<file path="src/rtl/irsir_pkg.sv">
package irsir_pkg;
  localparam int unsigned SUBTICKS    = 16;
  localparam int unsigned PH_W        = $clog2(SUBTICKS);
  localparam int unsigned PULSE_FIRST = 7;
  localparam int unsigned PULSE_LAST  = 9;
  localparam int unsigned ALIGN_PH    = 8;
  localparam int unsigned REG_W       = 8;
  localparam int unsigned MOD_BIT     = 0;
  localparam int unsigned LPM_BIT     = 1;

  typedef struct packed {
    logic lpm;
    logic mod;
  } irsir_mode_t;
endpackage

</file>
<file path="src/rtl/irsir_cfg.sv">
module irsir_cfg
  import irsir_pkg::*;
(
  input  logic             clk,
  input  logic             rst_n,
  input  logic             wr,
  input  logic [REG_W-1:0] wdata,
  input  logic             tx_en,
  input  logic             rx_en,
  output irsir_mode_t      mode,
  output logic [REG_W-1:0] rdata
);
  localparam logic [REG_W-1:0] KEEP_MASK = REG_W'((1 << MOD_BIT) | (1 << LPM_BIT));

  irsir_mode_t mode_q, mode_d;
  logic        wr_ok;
  logic        unused_rsvd;

  assign wr_ok       = wr && !tx_en && !rx_en;
  assign unused_rsvd = ^(wdata & ~KEEP_MASK);

  always_comb begin
    mode_d = mode_q;
    if (wr_ok) begin
      mode_d.mod = wdata[MOD_BIT];
      mode_d.lpm = wdata[LPM_BIT];
    end
  end

  always_ff @(posedge clk or negedge rst_n) begin
    if (!rst_n) mode_q <= '0;
    else        mode_q <= mode_d;
  end

  always_comb begin
    rdata          = '0;
    rdata[MOD_BIT] = mode_q.mod;
    rdata[LPM_BIT] = mode_q.lpm;
  end

  assign mode = mode_q;
endmodule

</file>
<file path="src/rtl/irsir_enc.sv">
module irsir_enc
  import irsir_pkg::*;
#(
  parameter int unsigned FIX_CYC = 80
) (
  input  logic        clk,
  input  logic        rst_n,
  input  logic        tick,
  input  logic        txd,
  input  irsir_mode_t mode,
  output logic        pulse
);
  localparam int unsigned CNT_W = $clog2(FIX_CYC + 1);

  logic             txd_q;
  logic [PH_W-1:0]  ph_q, ph_d;
  logic [CNT_W-1:0] cnt_q, cnt_d;
  logic             pulse_q, pulse_d;
  logic             data_edge, in_win, start;

  assign data_edge = txd ^ txd_q;

  // sub-bit phase: restarts on every data edge, advances on each 16x tick
  always_comb begin
    ph_d = ph_q;
    if (data_edge)
      ph_d = '0;
    else if (tick)
      ph_d = (ph_q == PH_W'(SUBTICKS - 1)) ? '0 : ph_q + 1'b1;
  end

  assign in_win = !txd && (ph_d >= PH_W'(PULSE_FIRST)) && (ph_d <= PH_W'(PULSE_LAST));
  assign start  = !txd && (ph_d == PH_W'(PULSE_FIRST)) && (ph_q != PH_W'(PULSE_FIRST));

  // absolute-width counter, loaded when the pulse window opens
  always_comb begin
    cnt_d = cnt_q;
    if (start)
      cnt_d = CNT_W'(FIX_CYC);
    else if (cnt_q != '0)
      cnt_d = cnt_q - 1'b1;
  end

  assign pulse_d = mode.mod && (mode.lpm ? (cnt_d != '0) : in_win);

  always_ff @(posedge clk or negedge rst_n) begin
    if (!rst_n) begin
      txd_q   <= 1'b1;
      ph_q    <= '0;
      cnt_q   <= '0;
      pulse_q <= 1'b0;
    end else begin
      txd_q   <= txd;
      ph_q    <= ph_d;
      cnt_q   <= cnt_d;
      pulse_q <= pulse_d;
    end
  end

  assign pulse = pulse_q;
endmodule

</file>
<file path="src/rtl/irsir_dec.sv">
module irsir_dec
  import irsir_pkg::*;
#(
  parameter int unsigned IDLE_BITS = 10
) (
  input  logic clk,
  input  logic rst_n,
  input  logic tick,
  input  logic irin,
  output logic rxd
);
  localparam int unsigned EMP_W = $clog2(IDLE_BITS + 1);

  logic             s1_q, s2_q;
  logic [1:0]       run_q, run_d;
  logic [PH_W-1:0]  rph_q, rph_d;
  logic [EMP_W-1:0] emp_q, emp_d;
  logic             seen_q, seen_d;
  logic             idle_q, idle_d;
  logic             rxd_q, rxd_d;
  logic             det, boundary, zero_bit;

  // high-run length, saturating at two
  always_comb begin
    if (!s2_q)               run_d = 2'd0;
    else if (run_q == 2'd2)  run_d = run_q;
    else                     run_d = run_q + 2'd1;
  end

  assign det      = s2_q && (run_q == 2'd1);
  assign boundary = tick && (rph_q == PH_W'(SUBTICKS - 1));
  assign zero_bit = seen_q || det;

  always_comb begin
    rph_d  = rph_q;
    emp_d  = emp_q;
    seen_d = seen_q;
    idle_d = idle_q;
    rxd_d  = rxd_q;
    if (tick)
      rph_d = (rph_q == PH_W'(SUBTICKS - 1)) ? '0 : rph_q + 1'b1;
    if (boundary) begin
      rxd_d  = !zero_bit;
      seen_d = 1'b0;
      if (zero_bit)
        emp_d = '0;
      else if (emp_q != EMP_W'(IDLE_BITS))
        emp_d = emp_q + 1'b1;
      if (!zero_bit && (emp_q >= EMP_W'(IDLE_BITS - 1)))
        idle_d = 1'b1;
    end else if (det) begin
      seen_d = 1'b1;
    end
    if (det && idle_q) begin
      rph_d  = PH_W'(ALIGN_PH);
      seen_d = 1'b1;
      idle_d = 1'b0;
      emp_d  = '0;
      rxd_d  = rxd_q;
    end
  end

  always_ff @(posedge clk or negedge rst_n) begin
    if (!rst_n) begin
      s1_q   <= 1'b0;
      s2_q   <= 1'b0;
      run_q  <= '0;
      rph_q  <= '0;
      emp_q  <= EMP_W'(IDLE_BITS);
      seen_q <= 1'b0;
      idle_q <= 1'b1;
      rxd_q  <= 1'b1;
    end else begin
      s1_q   <= irin;
      s2_q   <= s1_q;
      run_q  <= run_d;
      rph_q  <= rph_d;
      emp_q  <= emp_d;
      seen_q <= seen_d;
      idle_q <= idle_d;
      rxd_q  <= rxd_d;
    end
  end

  assign rxd = rxd_q;
endmodule

</file>
<file path="src/rtl/irsir_codec.sv">
module irsir_codec
  import irsir_pkg::*;
#(
  parameter int unsigned CLK_HZ    = 50_000_000,
  parameter int unsigned PULSE_NS  = 1600,
  parameter int unsigned IDLE_BITS = 10
) (
  input  logic             clk,
  input  logic             rst_n,
  input  logic             baud16_en,
  input  logic             tx_en,
  input  logic             rx_en,
  input  logic             cfg_wr,
  input  logic [REG_W-1:0] cfg_wdata,
  output logic [REG_W-1:0] cfg_rdata,
  input  logic             uart_txd,
  output logic             uart_rxd,
  output logic             ir_tx,
  input  logic             ir_rx
);
  localparam longint unsigned FIX_PROD = 64'(CLK_HZ) * 64'(PULSE_NS);
  localparam longint unsigned FIX_CEIL = (FIX_PROD + 64'd999_999_999) / 64'd1_000_000_000;
  localparam int unsigned     FIX_CYC  = (FIX_CEIL == 0) ? 1 : int'(FIX_CEIL);

  logic        rst_m_q, rst_s_q;
  irsir_mode_t mode;
  logic        enc_pulse, dec_rxd;

  // asynchronous assertion, synchronous release
  always_ff @(posedge clk or negedge rst_n) begin
    if (!rst_n) begin
      rst_m_q <= 1'b0;
      rst_s_q <= 1'b0;
    end else begin
      rst_m_q <= 1'b1;
      rst_s_q <= rst_m_q;
    end
  end

  irsir_cfg u_cfg (
    .clk   (clk),
    .rst_n (rst_s_q),
    .wr    (cfg_wr),
    .wdata (cfg_wdata),
    .tx_en (tx_en),
    .rx_en (rx_en),
    .mode  (mode),
    .rdata (cfg_rdata)
  );

  irsir_enc #(.FIX_CYC(FIX_CYC)) u_enc (
    .clk   (clk),
    .rst_n (rst_s_q),
    .tick  (baud16_en),
    .txd   (uart_txd),
    .mode  (mode),
    .pulse (enc_pulse)
  );

  irsir_dec #(.IDLE_BITS(IDLE_BITS)) u_dec (
    .clk   (clk),
    .rst_n (rst_s_q),
    .tick  (baud16_en),
    .irin  (ir_rx),
    .rxd   (dec_rxd)
  );

  assign ir_tx    = mode.mod ? enc_pulse : uart_txd;
  assign uart_rxd = mode.mod ? dec_rxd   : ir_rx;
endmodule

</file>
<file path="config.mk">
export PLATFORM = sky130hd
export DESIGN_NAME = irsir_codec
export DESIGN_NICKNAME = d
export VERILOG_FILES = /design/src/rtl/irsir_pkg.sv /design/src/rtl/irsir_cfg.sv /design/src/rtl/irsir_enc.sv /design/src/rtl/irsir_dec.sv /design/src/rtl/irsir_codec.sv
export SDC_FILE = /design/constraint.sdc
export NUM_CORES = 1
export LEC_CHECK = 0
export BUFFER_PORTS_ARGS = -buffer_cell sky130_fd_sc_hd__buf_4
export CORE_ASPECT_RATIO = 0.5
export CORE_MARGIN = 4
export CORE_UTILIZATION = 61
export DETAILED_ROUTE_END_ITERATION = 12
export GPL_TIMING_DRIVEN = 0
export PLACE_DENSITY = 0.91
export SLEW_MARGIN = 0
export SYNTH_ARGS = -nofsm -noshare
export SYNTH_HDL_FRONTEND = slang
export SYNTH_HIERARCHICAL = 1
export SYNTH_SLANG_ARGS = --single-unit
</file>
<file path="constraint.sdc">
create_clock -name clk -period 2.1 [get_ports clk]
set_clock_uncertainty 0.05 [all_clocks]
set_input_delay 0.21 -clock clk [delete_from_list [all_inputs] [get_ports clk]]
set_output_delay 0.21 -clock clk [all_outputs]
set_load 0.02 [all_outputs]
</file>
==> impl_metrics.toml, run 1 <==
[run_status]
status = "complete, no violations"

[timing]
fmax_mhz = 504.9
worst_slew_pin_slew_ps = 1225
relSlewSlack = 0.1832
rsz0062_at_grt = "false"
setup_violations = 0
timing.final.crit_share = 0.9432
slew_violations = 0
final-hold-violation-count = 0
setup_tns_ps = 0
post-route-min-period_ps = 1981

[worst_hold_path]
hold_start = "cfg_wdata[0]"
hold_end = "u_cfg/mode[0]"
worstHoldPathType = "primary input to flop"
hold_depth = 2

[synthesis]
yosys-top-cells-count = "dfrtp_1, nor2_1, nand2_1"
yosys_warnings = 6
async_reset_ff_frac = 1.000
ys_types = 55
synth.top_cell.area_share = 0.3534
synth_area_sq_mm = 0.001912
synth_edf_count = 0
yosys.area.top_type = "dfrtp_1"
syn_inst = 184
synth_most_common_cell = "dfrtp_1"
syn_area_per_cell_sq_um = 10.39
ys.flop_type = "dfrtp_1"
synthTopCellsByArea = "dfrtp_1, dfstp_2, ha_1, buf_4, mux2_2"
ys_seq_elements = 32
yosysSeqAreaShare = 0.4221

[detailed_routing]
drt-pass1-iter-count = 4
dr_wl_met3_um = 148
vias = 1450
ant_nets = 0
dr_wl_met2_um = 2076
vias_per_cell = 5.754
drt-total-wl_um = 3913
routed.top_layer = "met4"
drt-met1-wl_um = 1602
wire_per_inst_um = 15.53
drc = 0
drtIter0Drc = 60

[power]
powerDensity_mw_per_mm2 = 1107
leakage_uw = 0.0009487
ir_drop_v = 0.0008530

[clock_tree]
clk_pin_slew_worst_paths_ps = 60
clk_latency_ps = 280
cts_max_path_buffers = 2
cts.sinks = 32
numCtsBuffers = 5
root_buffer = "clkbuf_8"
htree_levels = 2
cts_tree = "yes"
cts_setup_buffers = 0

[cells_and_area]
syn_to_final_growth_pct = 14.46
drive_above_1_share = 0.2358
fin_nets = 238
fin_cells = 252
num_antenna_cells = 0

[global_routing]
grt_pass1_wl_um = 6244
grt_use_total = 0.2026
first_global_vias = 1457
grt_max_degree = 31
grt.overflow.total = 0
antenna_found_initial = 0

[placed_design]
gp_congestion = 0.8739
dp.cells = 242
port_buffers = 13
place_hpwl_um = 2755

[floorplan]
initial_utilization = 0.6383
ioPinCount = 26
coreArea_sq_mm = 0.002995
fp-row-count = 14
die_area_sq_mm = 0.004148
die_y_um = 47.59
die_w_um = 87.17

[critical_path]
crit_type = "flop to flop"
end_kind = "flop"
critPathRequiredTime_ps = 2270
cp_data_arrival_time_ps = 2150
r2r-end = "u_enc/pulse"
critPathMaxFanout = 8
r2r_start = "u_enc/ph_q[0]"
reg2regPathDepth = 5
rrSetupSlack_ps = 120
critPathLaunchType = "flop"

[run]
maxCapViolations = 0
-- worst max-delay path by stage --
stage | start | endpoint
global route | u_enc/ph_q[0] | u_enc/pulse
floorplan | u_enc/ph_q[0] | u_enc/pulse
finish | u_enc/ph_q[0] | u_enc/pulse
CTS | u_enc/ph_q[0] | u_enc/pulse
detailed placement | u_enc/ph_q[0] | u_enc/pulse
global placement | u_enc/ph_q[0] | u_enc/pulse
-- power by group --
part	switching (uW)	internal [uW]
clock network	224	225
registers	254	803
logic	478	439
total	957	1470
-- state kept, by name (all words and copies together) (netlist names) --
signal	count
rst_m_q	1
u_dec/rxd	1
u_enc/txd_q	1
u_enc/cnt_q	7
u_dec/rph_q	4
u_dec/s2_q	1
rst_s_q	1
u_dec/s1_q	1
u_dec/idle_q	1
u_dec/emp_q	4
u_enc/pulse	1
u_dec/seen_q	1
u_dec/run_q	2
u_enc/ph_q	4
u_cfg/mode	2
-- metrics by stage --
step / total power, uW / util / area, sq um / worst slack [ps] / hold slack, ps
floorplan: 1715 / - / 1931 / 295.5 / -135.6
global placement: 1877 / 0.6938 / 2078 / 151.2 / -57.67
detailed placement: 1958 / 0.6938 / 2078 / 97.27 / -56.06
CTS: 2417 / 0.7297 / 2186 / 91.99 / 110.2
global route: 2589 / 0.7306 / 2188 / 13.10 / 102.4
finish: 2424 / 0.7306 / 2188 / 119.2 / 116.5
-- critical path, stage by stage (launching register included) --
cell and delay, ps:
dfrtp_1 460, ha_1 330, nand2_2 70, a311o_1 380
a211oi_4 440, o41a_1 210
-- per-layer routing --
metal / vias up / GRT usage
li1: 708 / -
met1: 702 / 0.2115
met2: 29 / 0.3922
met3: 11 / 0.06186
met5: - / 0
met4: 0 / 0.09786
-- cell usage in the layout, fill, tap and decap left out, types with 3 or more instances in the layout --
cell type	count
o21ai_0	8
nand3_1	4
mux2i_1	3
o2bb2ai_1	3
dfstp_2	5
nor3_1	6
xnor2_1	6
conb_1	7
nand2_1	11
mux2_2	5
clkbuf_8	5
a21oi_1	10
dlygate4sd3_1	3
buf_4	21
and2_1	3
xor2_1	4
nand2b_1	3
inv_1	10
nor2_1	14
dfrtp_1	27
ha_1	9
-- cell type report --
cell class / instances / area, sq um
Multi-Input combinational cell: 138 / 1017
Sequential cell: 32 / 807.0
Fill cell: 200 / 807.0
Clock inverter: 1 / 5.005
Tap cell: 40 / 50.05
Clock buffer: 6 / 72.57
Timing Repair Buffer: 16 / 127.6
Inverter: 10 / 37.54
Buffer: 9 / 71.32
-- kinds of logic (layout without fill, tap and decap cells) --
| kind of cell | Yosys count | in the layout | share of synthesized area |
|---|---|---|---|
| other cells | 2 | 7 | 0.003928 |
| mux | 8 | 8 | 0.04516 |
| compound gates | 43 | 43 | 0.1728 |
| xor+xnor | 10 | 10 | 0.04581 |
| fa+ha+maj | 10 | 10 | 0.06545 |
| buf+inv | 19 | 42 | 0.05694 |
| flops | 32 | 32 | 0.4221 |
| simple gates | 60 | 60 | 0.1878 |
-- what timing repair did --
action                                  in CTS  in global routing
gates resized for setup                      0                  1
endpoints found under the hold margin        4                  0
endpoints found under the setup margin       0                  1
hold buffers                                 3                  0
Note: power is estimated with default switching activity, not from simulation.
==> run 2, diff against run 1 <==
--- a/config.mk
+++ b/config.mk
@@ -6,12 +6,15 @@
 export NUM_CORES = 1
 export LEC_CHECK = 0
 export BUFFER_PORTS_ARGS = -buffer_cell sky130_fd_sc_hd__buf_4
+export CAP_MARGIN = 20
 export CORE_ASPECT_RATIO = 0.5
 export CORE_MARGIN = 4
-export CORE_UTILIZATION = 61
+export CORE_UTILIZATION = 64
+export CTS_BUF_LIST = sky130_fd_sc_hd__clkbuf_2 sky130_fd_sc_hd__clkbuf_4 sky130_fd_sc_hd__clkbuf_8
+export CTS_CLUSTER_SIZE = 40
 export DETAILED_ROUTE_END_ITERATION = 12
 export GPL_TIMING_DRIVEN = 0
-export PLACE_DENSITY = 0.91
+export PLACE_DENSITY = 0.94
 export SLEW_MARGIN = 0
 export SYNTH_ARGS = -nofsm -noshare
 export SYNTH_HDL_FRONTEND = slang
==> run 2 against run 1 <==
Net effect: first-iteration DRC count shrank 25%; clock-buffer cell count grew 2; combinational power is 2% higher; routed wire length rose by 3.6%; final cell count fell by 0.79%; via count is 4.3% higher; worst setup slack worse by 27 ps; total power increased by 3.8%; sequential power about the same; utilization increased by 8.9 points; global-route usage grew 3.3 points; critical path depth is the same; critical endpoint unchanged.
==> impl_metrics.toml, run 2 (synthesis gave the netlist of run 1 again) <==
[run_status]
status = "complete, no violations"

[global_routing]
antenna_found_initial = 0
grt_use_total = 0.2357
grt_max_degree = 24
grt.overflow.total = 0
grt_pass1_wl_um = 7017
first_global_vias = 1515

[clock_tree]
htree_levels = 2
root_buffer = "clkbuf_8"
cts.sinks = 32
clk_pin_slew_worst_paths_ps = 60
cts.repair.resized = 0
clk_latency_ps = 280
cts_tree = "yes"
cts_max_path_buffers = 2
cts_setup_buffers = 0
numCtsBuffers = 5

[detailed_routing]
drc = 0
vias_per_cell = 6.052
ant_nets = 0
vias = 1513
drtIter0Drc = 45
drt-pass1-iter-count = 4
drt-total-wl_um = 4052
wire_per_inst_um = 16.21

[timing]
finalWorstSetupSlack_ps = 92.34
fmax_mhz = 498.1
setup_tns_ps = 0
rsz0062_at_grt = "false"
setup_violations = 0
slew_violations = 0
final-hold-violation-count = 0
timing.final.crit_share = 0.9560
post-route-min-period_ps = 2008

[placed_design]
port_buffers = 13
pre_cts_ws_ps = 130.1
gp_congestion = 0.8547
place_hpwl_um = 2758

[power]
ir_drop_v = 0.0008365
leakage_uw = 0.0009725
powerDensity_mw_per_mm2 = 1130

[critical_path]
crit_chain = "ha_1 > nand2_2 > a311o_1 > a211oi_4 > o41a_1"
end_kind = "flop"
critPathLaunchType = "flop"
crit_type = "flop to flop"
cp_data_arrival_time_ps = 2170
crit_slowest_cell = "dfrtp_1"
critPathRequiredTime_ps = 2270
critPathMaxFanout = 8
worst_path_largest_cell_delay_ps = 460

[cells_and_area]
drive_above_1_share = 0.2441
final_cell_mix = "dfrtp_1, buf_4, nor2_1"
final_common_cell = "dfrtp_1"
multi_input_area_sq_mm = 0.001015
regArea_sq_um = 807.0
fillers = 136
fin_nets = 238
num_antenna_cells = 0
syn_to_final_growth_pct = 16.43
largest_reg_flops = 7
regMostFlops = "u_enc/cnt_q"

[floorplan]
die_y_um = 46.65
fp-row-count = 13
die_area_sq_mm = 0.003979
ioPinCount = 26
initial_utilization = 0.7038
coreArea_sq_mm = 0.002716
die_w_um = 85.30

[worst_hold_path]
worstHoldPathType = "primary input to flop"

[run]
maxCapViolations = 0
run 2: area by class of cell:
class                           count  area share
Buffer                              9     0.03204
Inverter                           10     0.01686
Timing Repair Buffer               16     0.06521
Clock buffer                        8     0.04666
Tap cell                           37     0.02080
Multi-Input combinational cell    138      0.4559
Sequential cell                    32      0.3626
run 2: path summary, 6_finish.rpt:
kind / start / end / slack, ps / depth (start not counted)
worst max-delay path: u_enc/ph_q[0] / u_enc/pulse / 90 / 5
worst min-delay path: uart_txd / u_enc/txd_q / 20 / 1
worst max register to register: u_enc/ph_q[0] / u_enc/pulse / 90 / 5
worst min register to register: rst_s_q / u_dec/rph_q[1] / 130 / 0
max in group asynchronous: rst_s_q / u_dec/emp_q[1] / 1320 / 1
min in group asynchronous: rst_s_q / u_dec/rph_q[1] / 130 / 0
run 2: timing repair:
item / 4_1_cts / 5_1_grt
hold buffers: 2 / 0
hold endpoints to repair: 3 / 0
endpoints found under the setup margin: 0 / 0
run 2: layer usage:
layer / global-route usage / up-vias / share of wire
met3: 0.05000 / 16 / 0.055
met4: 0.1199 / 0 / 0.033
met5: 0 / - / 0
li1: - / 700 / -
met1: 0.2709 / 741 / 0.41
met2: 0.4321 / 56 / 0.50
run 2: worst max-delay path, delay by kind of cell, from the launching register on:
kind | cells | cell delay [ps]
simple gates | 1 | 70
flops | 1 | 460
compound gates | 3 | 1040
fa+ha+maj | 1 | 330
run 2: power by group:
part | switching [uW] | internal [uW] | total [uW]
clock | 223 | 312 | 536
combinational | 491 | 441 | 931
sequential | 245 | 803 | 1050
run 2: per-stage QoR:
| step | utilization | cells | area (sq um) | hold slack, ps | total power (uW) |
|---|---|---|---|---|---|
| 2_1_floorplan | - | 189 | 1931 | -135.6 | 1715 |
| 4_1_cts | 0.8194 | 250 | 2226 | 4.838 | 2510 |
| 5_1_grt | 0.8194 | 250 | 2226 | 5.320 | 2689 |
| 3_5_place_dp | 0.7738 | 240 | 2102 | -53.57 | 1937 |
| 3_3_place_gp | 0.7637 | 239 | 2074 | -57.75 | 1874 |
| 6_report | 0.8194 | 250 | 2226 | 15.05 | 2515 |
